## config.mk

```make
export PLATFORM = sky130hd
export DESIGN_NAME = hsbus_slave
export DESIGN_NICKNAME = d
export VERILOG_FILES = /design/src/rtl/hsb_pkg.sv /design/src/rtl/hsb_sync.sv /design/src/rtl/hsb_collect.sv /design/src/rtl/hsb_reply.sv /design/src/rtl/hsbus_slave.sv
export SDC_FILE = /design/constraint.sdc
export NUM_CORES = 1
export LEC_CHECK = 0
export BUFFER_PORTS_ARGS = -buffer_cell sky130_fd_sc_hd__buf_4
export CAP_MARGIN = 20
export CORE_ASPECT_RATIO = 0.6
export CORE_MARGIN = 2
export CORE_UTILIZATION = 40
export DETAILED_ROUTE_END_ITERATION = 8
export GPL_ROUTABILITY_DRIVEN = 0
export GPL_TIMING_DRIVEN = 0
export PLACE_DENSITY = 0.6
export SYNTH_ARGS = -nofsm -noshare
export SYNTH_HDL_FRONTEND = slang
export SYNTH_HIERARCHICAL = 1
export SYNTH_SLANG_ARGS = --single-unit
```

## constraint.sdc

```tcl
create_clock -name clk -period 6.9 [get_ports clk]
set_clock_uncertainty 0.1 [all_clocks]
set_input_delay 0.345 -clock clk [delete_from_list [all_inputs] [get_ports clk]]
set_output_delay 0.345 -clock clk [all_outputs]
set_load 0.005 [all_outputs]
```

## src/rtl/hsb_pkg.sv

```systemverilog
package hsb_pkg;

  typedef enum logic [2:0] {
    ST_IDLE,
    ST_WR_WAIT,
    ST_WR_HOLD,
    ST_EXEC,
    ST_RD_SETUP,
    ST_RD_SHOW,
    ST_RD_DROP,
    ST_DONE
  } hsb_state_e;

  typedef enum logic [1:0] {
    K_WRITE,
    K_READ,
    K_BAD
  } hsb_kind_e;

  // Reply phase states: the bus may be driven only in these.
  function automatic logic is_reply_state(input hsb_state_e s);
    return (s == ST_RD_SETUP) || (s == ST_RD_SHOW) || (s == ST_RD_DROP);
  endfunction

endpackage

```

## src/rtl/hsb_sync.sv

```systemverilog
module hsb_sync #(
  parameter int WIDTH  = 4,
  parameter int STAGES = 2
) (
  input  logic             clk,
  input  logic             rst_n,
  input  logic [WIDTH-1:0] d,
  output logic [WIDTH-1:0] q
);

  logic [WIDTH-1:0] chain [STAGES];

  always_ff @(posedge clk or negedge rst_n) begin
    if (!rst_n) begin
      for (int k = 0; k < STAGES; k++) chain[k] <= '0;
    end else begin
      chain[0] <= d;
      for (int k = 1; k < STAGES; k++) chain[k] <= chain[k-1];
    end
  end

  assign q = chain[STAGES-1];

endmodule

```

## src/rtl/hsb_collect.sv

```systemverilog
module hsb_collect #(
  parameter int BYTE_W = 8,
  parameter int NBYTES = 6,
  parameter int IDX_W  = 3
) (
  input  logic                     clk,
  input  logic                     rst_n,
  input  logic                     clr,
  input  logic                     load,
  input  logic [IDX_W-1:0]         idx,
  input  logic [BYTE_W-1:0]        din,
  output logic [NBYTES*BYTE_W-1:0] frame
);

  for (genvar gi = 0; gi < NBYTES; gi++) begin : g_slot
    logic [BYTE_W-1:0] slot_q;
    always_ff @(posedge clk or negedge rst_n) begin
      if (!rst_n)                              slot_q <= '0;
      else if (clr)                            slot_q <= '0;
      else if (load && idx == IDX_W'(gi))      slot_q <= din;
    end
    assign frame[gi*BYTE_W +: BYTE_W] = slot_q;
  end

endmodule

```

## src/rtl/hsb_reply.sv

```systemverilog
module hsb_reply #(
  parameter int BYTE_W = 8,
  parameter int NBYTES = 8,
  parameter int IDX_W  = 3
) (
  input  logic [NBYTES*BYTE_W-1:0] word,
  input  logic [IDX_W-1:0]         idx,
  output logic [BYTE_W-1:0]        byte_out
);

  function automatic logic [BYTE_W-1:0] pick(input logic [NBYTES*BYTE_W-1:0] w,
                                             input logic [IDX_W-1:0] i);
    logic [BYTE_W-1:0] r;
    r = '0;
    for (int k = 0; k < NBYTES; k++)
      if (i == IDX_W'(k)) r = w[k*BYTE_W +: BYTE_W];
    return r;
  endfunction

  assign byte_out = pick(word, idx);

endmodule

```

## src/rtl/hsbus_slave.sv

```systemverilog
module hsbus_slave
  import hsb_pkg::*;
#(
  parameter int                BYTE_W      = 8,
  parameter int                WORD_W      = 32,
  parameter int                SYNC_STAGES = 2,
  parameter logic [BYTE_W-1:0] CMD_WR      = 8'h10,
  parameter logic [BYTE_W-1:0] CMD_RD      = 8'h11,
  parameter logic [BYTE_W-1:0] ERR_BADCMD  = 8'hE1
) (
  input  logic              clk,
  input  logic              rst_n,
  input  logic              m_start,
  input  logic              m_req,
  input  logic              m_rw,
  input  logic              m_rst_n,
  input  logic [BYTE_W-1:0] bus_in,
  output logic [BYTE_W-1:0] bus_out,
  output logic              bus_oe,
  output logic              s_ack,
  output logic              s_resp,
  output logic              reg_wr_en,
  output logic              reg_rd_en,
  output logic [BYTE_W-1:0] reg_addr,
  output logic [WORD_W-1:0] reg_wdata,
  input  logic [WORD_W-1:0] reg_rdata
);

  localparam int WBYTES   = WORD_W / BYTE_W;
  localparam int WR_BYTES = 2 + WBYTES;
  localparam int RD_BYTES = 2 * WBYTES;
  localparam int MAX_B    = (RD_BYTES > WR_BYTES) ? RD_BYTES : WR_BYTES;
  localparam int IDX_W    = $clog2(MAX_B);

  // Synchronised host controls
  logic [3:0] sync_q;
  logic       rst_s, start_s, req_s, rw_s;

  hsb_sync #(.WIDTH(4), .STAGES(SYNC_STAGES)) u_sync (
    .clk   (clk),
    .rst_n (rst_n),
    .d     ({m_rst_n, m_start, m_req, m_rw}),
    .q     (sync_q)
  );
  assign {rst_s, start_s, req_s, rw_s} = sync_q;

  hsb_state_e           state_q, state_d;
  logic [IDX_W-1:0]     idx_q;
  logic [2*WORD_W-1:0]  reply_q;
  logic [WR_BYTES*BYTE_W-1:0] frame;

  // Named internal events
  logic ev_wr_take, ev_wr_done, ev_rd_taken, ev_rd_done, ev_exec;
  logic last_wr, last_rd;
  hsb_kind_e kind;

  assign last_wr     = (idx_q == IDX_W'(WR_BYTES-1));
  assign last_rd     = (idx_q == IDX_W'(RD_BYTES-1));
  assign ev_wr_take  = (state_q == ST_WR_WAIT) && req_s && !rw_s;
  assign ev_wr_done  = (state_q == ST_WR_HOLD) && !req_s;
  assign ev_rd_taken = (state_q == ST_RD_SHOW) && req_s;
  assign ev_rd_done  = (state_q == ST_RD_DROP) && !req_s;
  assign ev_exec     = (state_q == ST_EXEC);

  function automatic hsb_kind_e decode(input logic [BYTE_W-1:0] c);
    if (c == CMD_WR)      return K_WRITE;
    else if (c == CMD_RD) return K_READ;
    else                  return K_BAD;
  endfunction

  function automatic logic [2*WORD_W-1:0] build_reply(input hsb_kind_e k,
                                                      input logic [WORD_W-1:0] rd);
    logic [WORD_W-1:0] dat, sts;
    dat = (k == K_READ) ? rd : '0;
    sts = (k == K_BAD) ? WORD_W'(ERR_BADCMD) : '0;
    return {sts, dat};
  endfunction

  assign kind      = decode(frame[0 +: BYTE_W]);
  assign reg_addr  = frame[BYTE_W +: BYTE_W];
  assign reg_wdata = frame[2*BYTE_W +: WORD_W];

  hsb_collect #(.BYTE_W(BYTE_W), .NBYTES(WR_BYTES), .IDX_W(IDX_W)) u_collect (
    .clk   (clk),
    .rst_n (rst_n),
    .clr   (state_q == ST_IDLE),
    .load  (ev_wr_take),
    .idx   (idx_q),
    .din   (bus_in),
    .frame (frame)
  );

  hsb_reply #(.BYTE_W(BYTE_W), .NBYTES(RD_BYTES), .IDX_W(IDX_W)) u_reply (
    .word     (reply_q),
    .idx      (idx_q),
    .byte_out (bus_out)
  );

  always_comb begin
    state_d = state_q;
    unique case (state_q)
      ST_IDLE:     if (start_s) state_d = ST_WR_WAIT;
      ST_WR_WAIT:  if (ev_wr_take) state_d = ST_WR_HOLD;
      ST_WR_HOLD:  if (ev_wr_done) state_d = last_wr ? ST_EXEC : ST_WR_WAIT;
      ST_EXEC:     state_d = ST_RD_SETUP;
      ST_RD_SETUP: if (rw_s && !req_s) state_d = ST_RD_SHOW;
      ST_RD_SHOW:  if (ev_rd_taken) state_d = ST_RD_DROP;
      ST_RD_DROP:  if (ev_rd_done) state_d = last_rd ? ST_DONE : ST_RD_SETUP;
      ST_DONE:     if (!start_s) state_d = ST_IDLE;
      default:     state_d = ST_IDLE;
    endcase
    if (!rst_s) state_d = ST_IDLE;
  end

  always_ff @(posedge clk or negedge rst_n) begin
    if (!rst_n) begin
      state_q <= ST_IDLE;
      idx_q   <= '0;
      reply_q <= '0;
    end else begin
      state_q <= state_d;
      if (state_d == ST_IDLE || ev_exec)              idx_q <= '0;
      else if ((ev_wr_done && !last_wr) ||
               (ev_rd_done && !last_rd))              idx_q <= idx_q + 1'b1;
      if (ev_exec) reply_q <= build_reply(kind, reg_rdata);
    end
  end

  assign s_ack     = (state_q != ST_IDLE) && (state_q != ST_DONE);
  assign s_resp    = (state_q == ST_WR_HOLD) || (state_q == ST_RD_SHOW);
  assign bus_oe    = is_reply_state(state_q) && rw_s;
  assign reg_wr_en = ev_exec && (kind == K_WRITE);
  assign reg_rd_en = ev_exec && (kind == K_READ);

endmodule

```

==> results.cfg, run 1 <==
[outcome]
status = finished clean

[drt]
wl_per_cell_um = 17.5
drc = 0
drt_iter0_drc = 133
first_pass_iters = 4
num_vias = 3318
wirelength_um = 11500
ant_nets = 0
viasPerCell = 5.02

[worst_setup_path]
arrival_ps = 2400
ff2ff_path_depth = 6
crit_path_end_kind = output port
r2r-start = state_q[0]
crit_fanout = 13
cp.required_ps = 6450
start_kind = register
r2r-end = u_collect/g_slot[0].slot_q[7]
reg2reg_slack_ps = 4230
path_class = reg -> out

[hold_path]
hold_class = in -> reg
hold-path-endpoint = reply_q[4]
hp-start = reg_rdata[4]
whs_path_depth = 2

[sta]
rsz0062_at_grt = no
setup_slack_ps = 4060
min_period_over_period_pct = 41.2
period_minus_slack_ps = 2840
slew_viol_final = 0
hold_violations = 0
worstMarginPinSlew_ps = 832
setup_violations = 0
whs_ps = 126
setup_tns_ps = 0
slew_headroom_pct = 44.1
fmax_mhz = 352

[finish]
antenna_cells = 0
finish.instance_area_sq_mm = 0.00609
area_growth_pct = 31.0
drive_gt1_share_pct = 27.7
nNetsFinal = 545

[placement]
dpl_cell_area_sq_mm = 0.00572
place_ws_ps = 4290
hpwl_um = 8280
io_buffers = 98

[grt]
antenna_found_initial = 0
grt_util_all_layers_pct = 19.7
grt_pass1_wl_um = 18800
grt_overflow = 0
grt_start_max_net_pins = 68
grt_pass1_vias = 3483

[logic_synthesis]
synthArstFlopShare_pct = 100
ys_top_cells_by_count = dfrtp_1, nand2b_1, mux2i_1, a22o_1
ys_top_cells_by_area = dfrtp_1, mux2i_1, mux4_1
yosysTopAreaCellShare_pct = 51.1
ys_warn_count = 6
synth_largest_area_cell = dfrtp_1
synth.cell_area_sq_mm = 0.00465
synth_cells = 354
synth.most_common_cell = dfrtp_1
post_synth_num_cell_types = 49
ys_ff_latch = 95
yosysSeqAreaShare_pct = 51.1
synth_edf_count = 0
synth_flop_cell = dfrtp_1
avgSynthCellArea_sq_um = 13.1

[power_and_ir_drop]
leakage_uw = 0.00319
ir_drop_mv = 0.135
total_power_uw = 1190
power.density_mw_per_mm2 = 196

[floorplan]
ioPinCount = 99
initial_core_util_pct = 41.0
fp-row-count = 30
die_h_um = 87.5
core_sq_mm = 0.0113
dieArea_sq_mm = 0.0125
die_w_um = 143

[cts]
clkLatencyLatePin_ps = 330
cts_buffer_depth = 2
cts_sinks = 95
clk_pin_slew_ps = 70
cts_buffers = 9
cts_setup_buffers = 0
root_buffer = clkbuf_16
cts.repair.resized = 0
htree_levels = 3
cts_tree = built

[run]
maxCapViolations = 0
kinds of logic (layout without fill, tap and decap cells):
| logic type | count (synthesis) | in the layout | share of synthesized area (%) |
|---|---|---|---|
| and+or+nand+nor | 97 | 97 | 13.9 |
| DFF | 95 | 95 | 51.1 |
| muxes | 72 | 72 | 21.2 |
| AOI/OAI and AO/OA | 51 | 51 | 8.82 |
| buffers and inverters | 34 | 154 | 3.93 |
| adders and majority gates | 3 | 3 | 0.807 |
| other | 1 | 28 | 0.0806 |
| xor gates and xnor gates | 1 | 1 | 0.188 |
registers in the layout, indices dropped and copies added (netlist names):
name	count
state_q	3
reply_q	33
u_sync/chain	4
u_collect/g_slot.slot_q	48
u_sync/q	4
idx_q	3
power by group:
part	switching, uW	total (uW)	internal [uW]
logic	43.3	85.5	42.2
registers	3.93	566	562
clock network	205	542	337
total	252	1190	941
worst max path at each step:
stage / startpoint / endpoint / slack (ps)
after floorplan: state_q[0] / u_collect/g_slot[0].slot_q[0] / 4730
after global placement: state_q[0] / u_collect/g_slot[0].slot_q[2] / 4350
after detailed placement: state_q[0] / u_collect/g_slot[0].slot_q[7] / 4290
after CTS: idx_q[2] / bus_out[4] / 4050
after global routing: idx_q[2] / bus_out[4] / 3890
final: idx_q[2] / bus_out[5] / 4060
placed cells by master (no fill, tap or decap), types with 2 or more instances in the layout:
cell type,instances
nor2_1,4
mux4_1,15
and4bb_1,2
nand3b_1,3
nand4bb_1,3
mux2i_1,48
o21ai_0,2
dlygate4sd3_1,5
nor2b_1,4
nor3_1,3
clkbuf_1,17
or3b_1,3
a22o_1,32
mux2_2,8
clkbuf_8,2
conb_1,28
bufinv_16,2
a21oi_1,5
o211ai_1,2
buf_2,7
nand4b_1,2
buf_6,2
clkbuf_16,9
nand2b_1,58
dfrtp_1,95
nand2_1,4
buf_4,102
ha_1,3
inv_1,4
and3_1,2
critical path, stage by stage (launching register included):
cell      delay [ps]
dfrtp_1          570
clkbuf_1         380
buf_2            350
mux4_1           330
mux2_2           290
buf_4            140
layer usage:
layer	GRT usage (%)	vias up	share of wire, %
met5	0	-	0
met4	4.28	0	0.61
met3	4.65	7	4.2
met2	28.5	72	43
met1	30.3	1684	52
li1	-	1555	-
through the flow:
step | cells | util, %
after CTS | 659 | 53.6
after global placement | 639 | 50.2
after floorplan | 381 | -
final | 661 | 53.7
after global routing | 661 | 53.7
after detailed placement | 640 | 50.4
repair_timing:
action	in CTS	in global routing
setup endpoints to repair	0	0
hold endpoints to repair	30	2
hold buffers	3	2
final cells by class:
cell class	count	area, sq um
plain buffers	30	168
clock buffers	13	260
clock inverters	3	65.1
fillers	1028	5240
inverters	4	15.0
multi-input cells	252	2190
flip-flops and latches	95	2380
well taps	160	200
repair buffers	104	813
Note: power is estimated with default switching activity, not from simulation.
==> inputs of run 2 (changes only) <==
--- a/config.mk
+++ b/config.mk
@@ -13,7 +13,7 @@
 export DETAILED_ROUTE_END_ITERATION = 8
 export GPL_ROUTABILITY_DRIVEN = 0
 export GPL_TIMING_DRIVEN = 0
-export PLACE_DENSITY = 0.6
+export PLACE_DENSITY = 0.62
 export SYNTH_ARGS = -nofsm -noshare
 export SYNTH_HDL_FRONTEND = slang
 export SYNTH_HIERARCHICAL = 1
==> constraint.sdc (replaced) <==
create_clock -name clk -period 2.38 [get_ports clk]
set_clock_uncertainty 0.1 [all_clocks]
set_input_delay 0.119 -clock clk [delete_from_list [all_inputs] [get_ports clk]]
set_output_delay 0.119 -clock clk [all_outputs]
set_load 0.005 [all_outputs]
==> results.cfg, run 2 (same netlist as run 1, synthesis figures left out) <==
[outcome]
status = finished clean

[worst_setup_path]
crit_fanout = 13
arrival_ps = 2070
r2r-end = u_collect/g_slot[0].slot_q[2]
cp-endpoint = bus_out[2]
path_class = reg -> out
cp.required_ps = 2160
crit_path_start = idx_q[2]
reg2reg_slack_ps = 160
ff2ff_path_depth = 6
r2r-start = state_q[1]
start_kind = register
crit_path_end_kind = output port

[cts]
cts_sinks = 95
clk_pin_slew_ps = 70
cts_tree = built
clkLatencyLatePin_ps = 330
htree_levels = 3
cts_buffer_depth = 2
cts_buffers = 9
root_buffer = clkbuf_16

[run]
maxCapViolations = 0

[finish]
multi_input_area_sq_mm = 0.00222
largest_reg_flops = 48
regMostFlops = u_collect/g_slot.slot_q
fillCellCount = 973
layout_common_cells = buf_4, dfrtp_1, nand2b_1
final_util_pct = 57.1
final_common_cell = buf_4
finalNonFillerCells = 698
drive_gt1_share_pct = 28.8
area_growth_pct = 39.2
nNetsFinal = 582
antenna_cells = 0
regArea_sq_mm = 0.00238
reg.largest.list = u_collect/g_slot.slot_q (48), reply_q (33)

[floorplan]
die_h_um = 87.5
core_sq_mm = 0.0113
initial_core_util_pct = 41.0
ioPinCount = 99
fp-row-count = 30
die_w_um = 143
dieArea_sq_mm = 0.0125

[sta]
hold_violations = 0
worstMarginPinSlew_ps = 598
setup_slack_ps = 95.6
min_period_over_period_pct = 96.0
setup_violations = 0
period_minus_slack_ps = 2280
fmax_mhz = 438
setup_tns_ps = 0
slew_headroom_pct = 60.1
slew_viol_final = 0

[power_and_ir_drop]
leakage_uw = 0.00336
ir_drop_mv = 0.376
power.density_mw_per_mm2 = 529

[grt]
met3_usage_pct = 4.76
grt_util_all_layers_pct = 20.0
grt_overflow = 0
grtUsageMet1_pct = 31.0
grt_start_max_net_pins = 53
grt_pass1_wl_um = 19000
antenna_found_initial = 0
use_met2_pct = 29.6
grt_pass1_vias = 3541
grt_busiest_layer = met1

[placement]
dpl.cell_count = 640
io_buffers = 98
place_ws_ps = -286
hpwl_um = 8230

[drt]
drc = 0
drt_iter0_drc = 135
viasPerCell = 4.96
first_pass_iters = 4
wl_per_cell_um = 17.0
wirelength_um = 11900
num_vias = 3459
ant_nets = 0

[hold_path]
hold_class = in -> reg
==> run 2: worst min path at each step <==
stage / end / cells past startpoint / startpoint
after floorplan: idx_q[0] / 0 / rst_n
after global placement: u_sync/chain[4] / 1 / m_rw
after detailed placement: u_sync/chain[5] / 1 / rst_n
after CTS: u_collect/g_slot[0].slot_q[7] / 3 / bus_in[7]
after global routing: u_collect/g_slot[0].slot_q[7] / 3 / bus_in[7]
final: u_collect/g_slot[3].slot_q[1] / 3 / bus_in[1]
==> run 2: per-stage QoR <==
step,total power [uW],hold WS [ps],instance area (sq um)
finish,3420,117,6470
detailed placement,1910,62.5,5720
floorplan,1770,-277,4750
CTS,3460,123,6420
global placement,1900,128,5690
global route,3560,145,6470
==> run 2: area by class of cell <==
class	instances	area share [%]
plain buffers	29	2.69
repair buffers	142	18.2
multi-input cells	252	34.2
clock buffers	13	4.17
well taps	160	3.09
inverters	4	0.232
flip-flops and latches	95	36.8
clock inverters	3	0.618
==> run 2: worst max-delay path: stages (launching register included) <==
cell      delay, ps
dfrtp_2         480
clkbuf_2        250
clkbuf_4        270
mux4_1          320
mux2_2          290
buf_4           140
==> run 2: what timing repair did <==
action / in CTS / in global routing
hold buffers: 37 / 0
setup endpoints to repair: 56 / 33
endpoints found under the hold margin: 79 / 0
pin swaps: 0 / 1
buffers inserted: 0 / 6
resized for setup: 7 / 8
==> run 2: report_power, final <==
part | internal, uW | leakage (uW) | switching [uW]
logic | 161 | 0.00190 | 138
clock network | 898 | 0.000156 | 587
registers | 1630 | 0.00130 | 11.6
total | 2690 | 0.00336 | 736
==> run 2: layer usage <==
metal / share of wire [%] / wire length, um
met3: 4.4 / 517
met1: 52 / 6160
met2: 43 / 5160
met5: 0 / 0
met4: 0.22 / 26
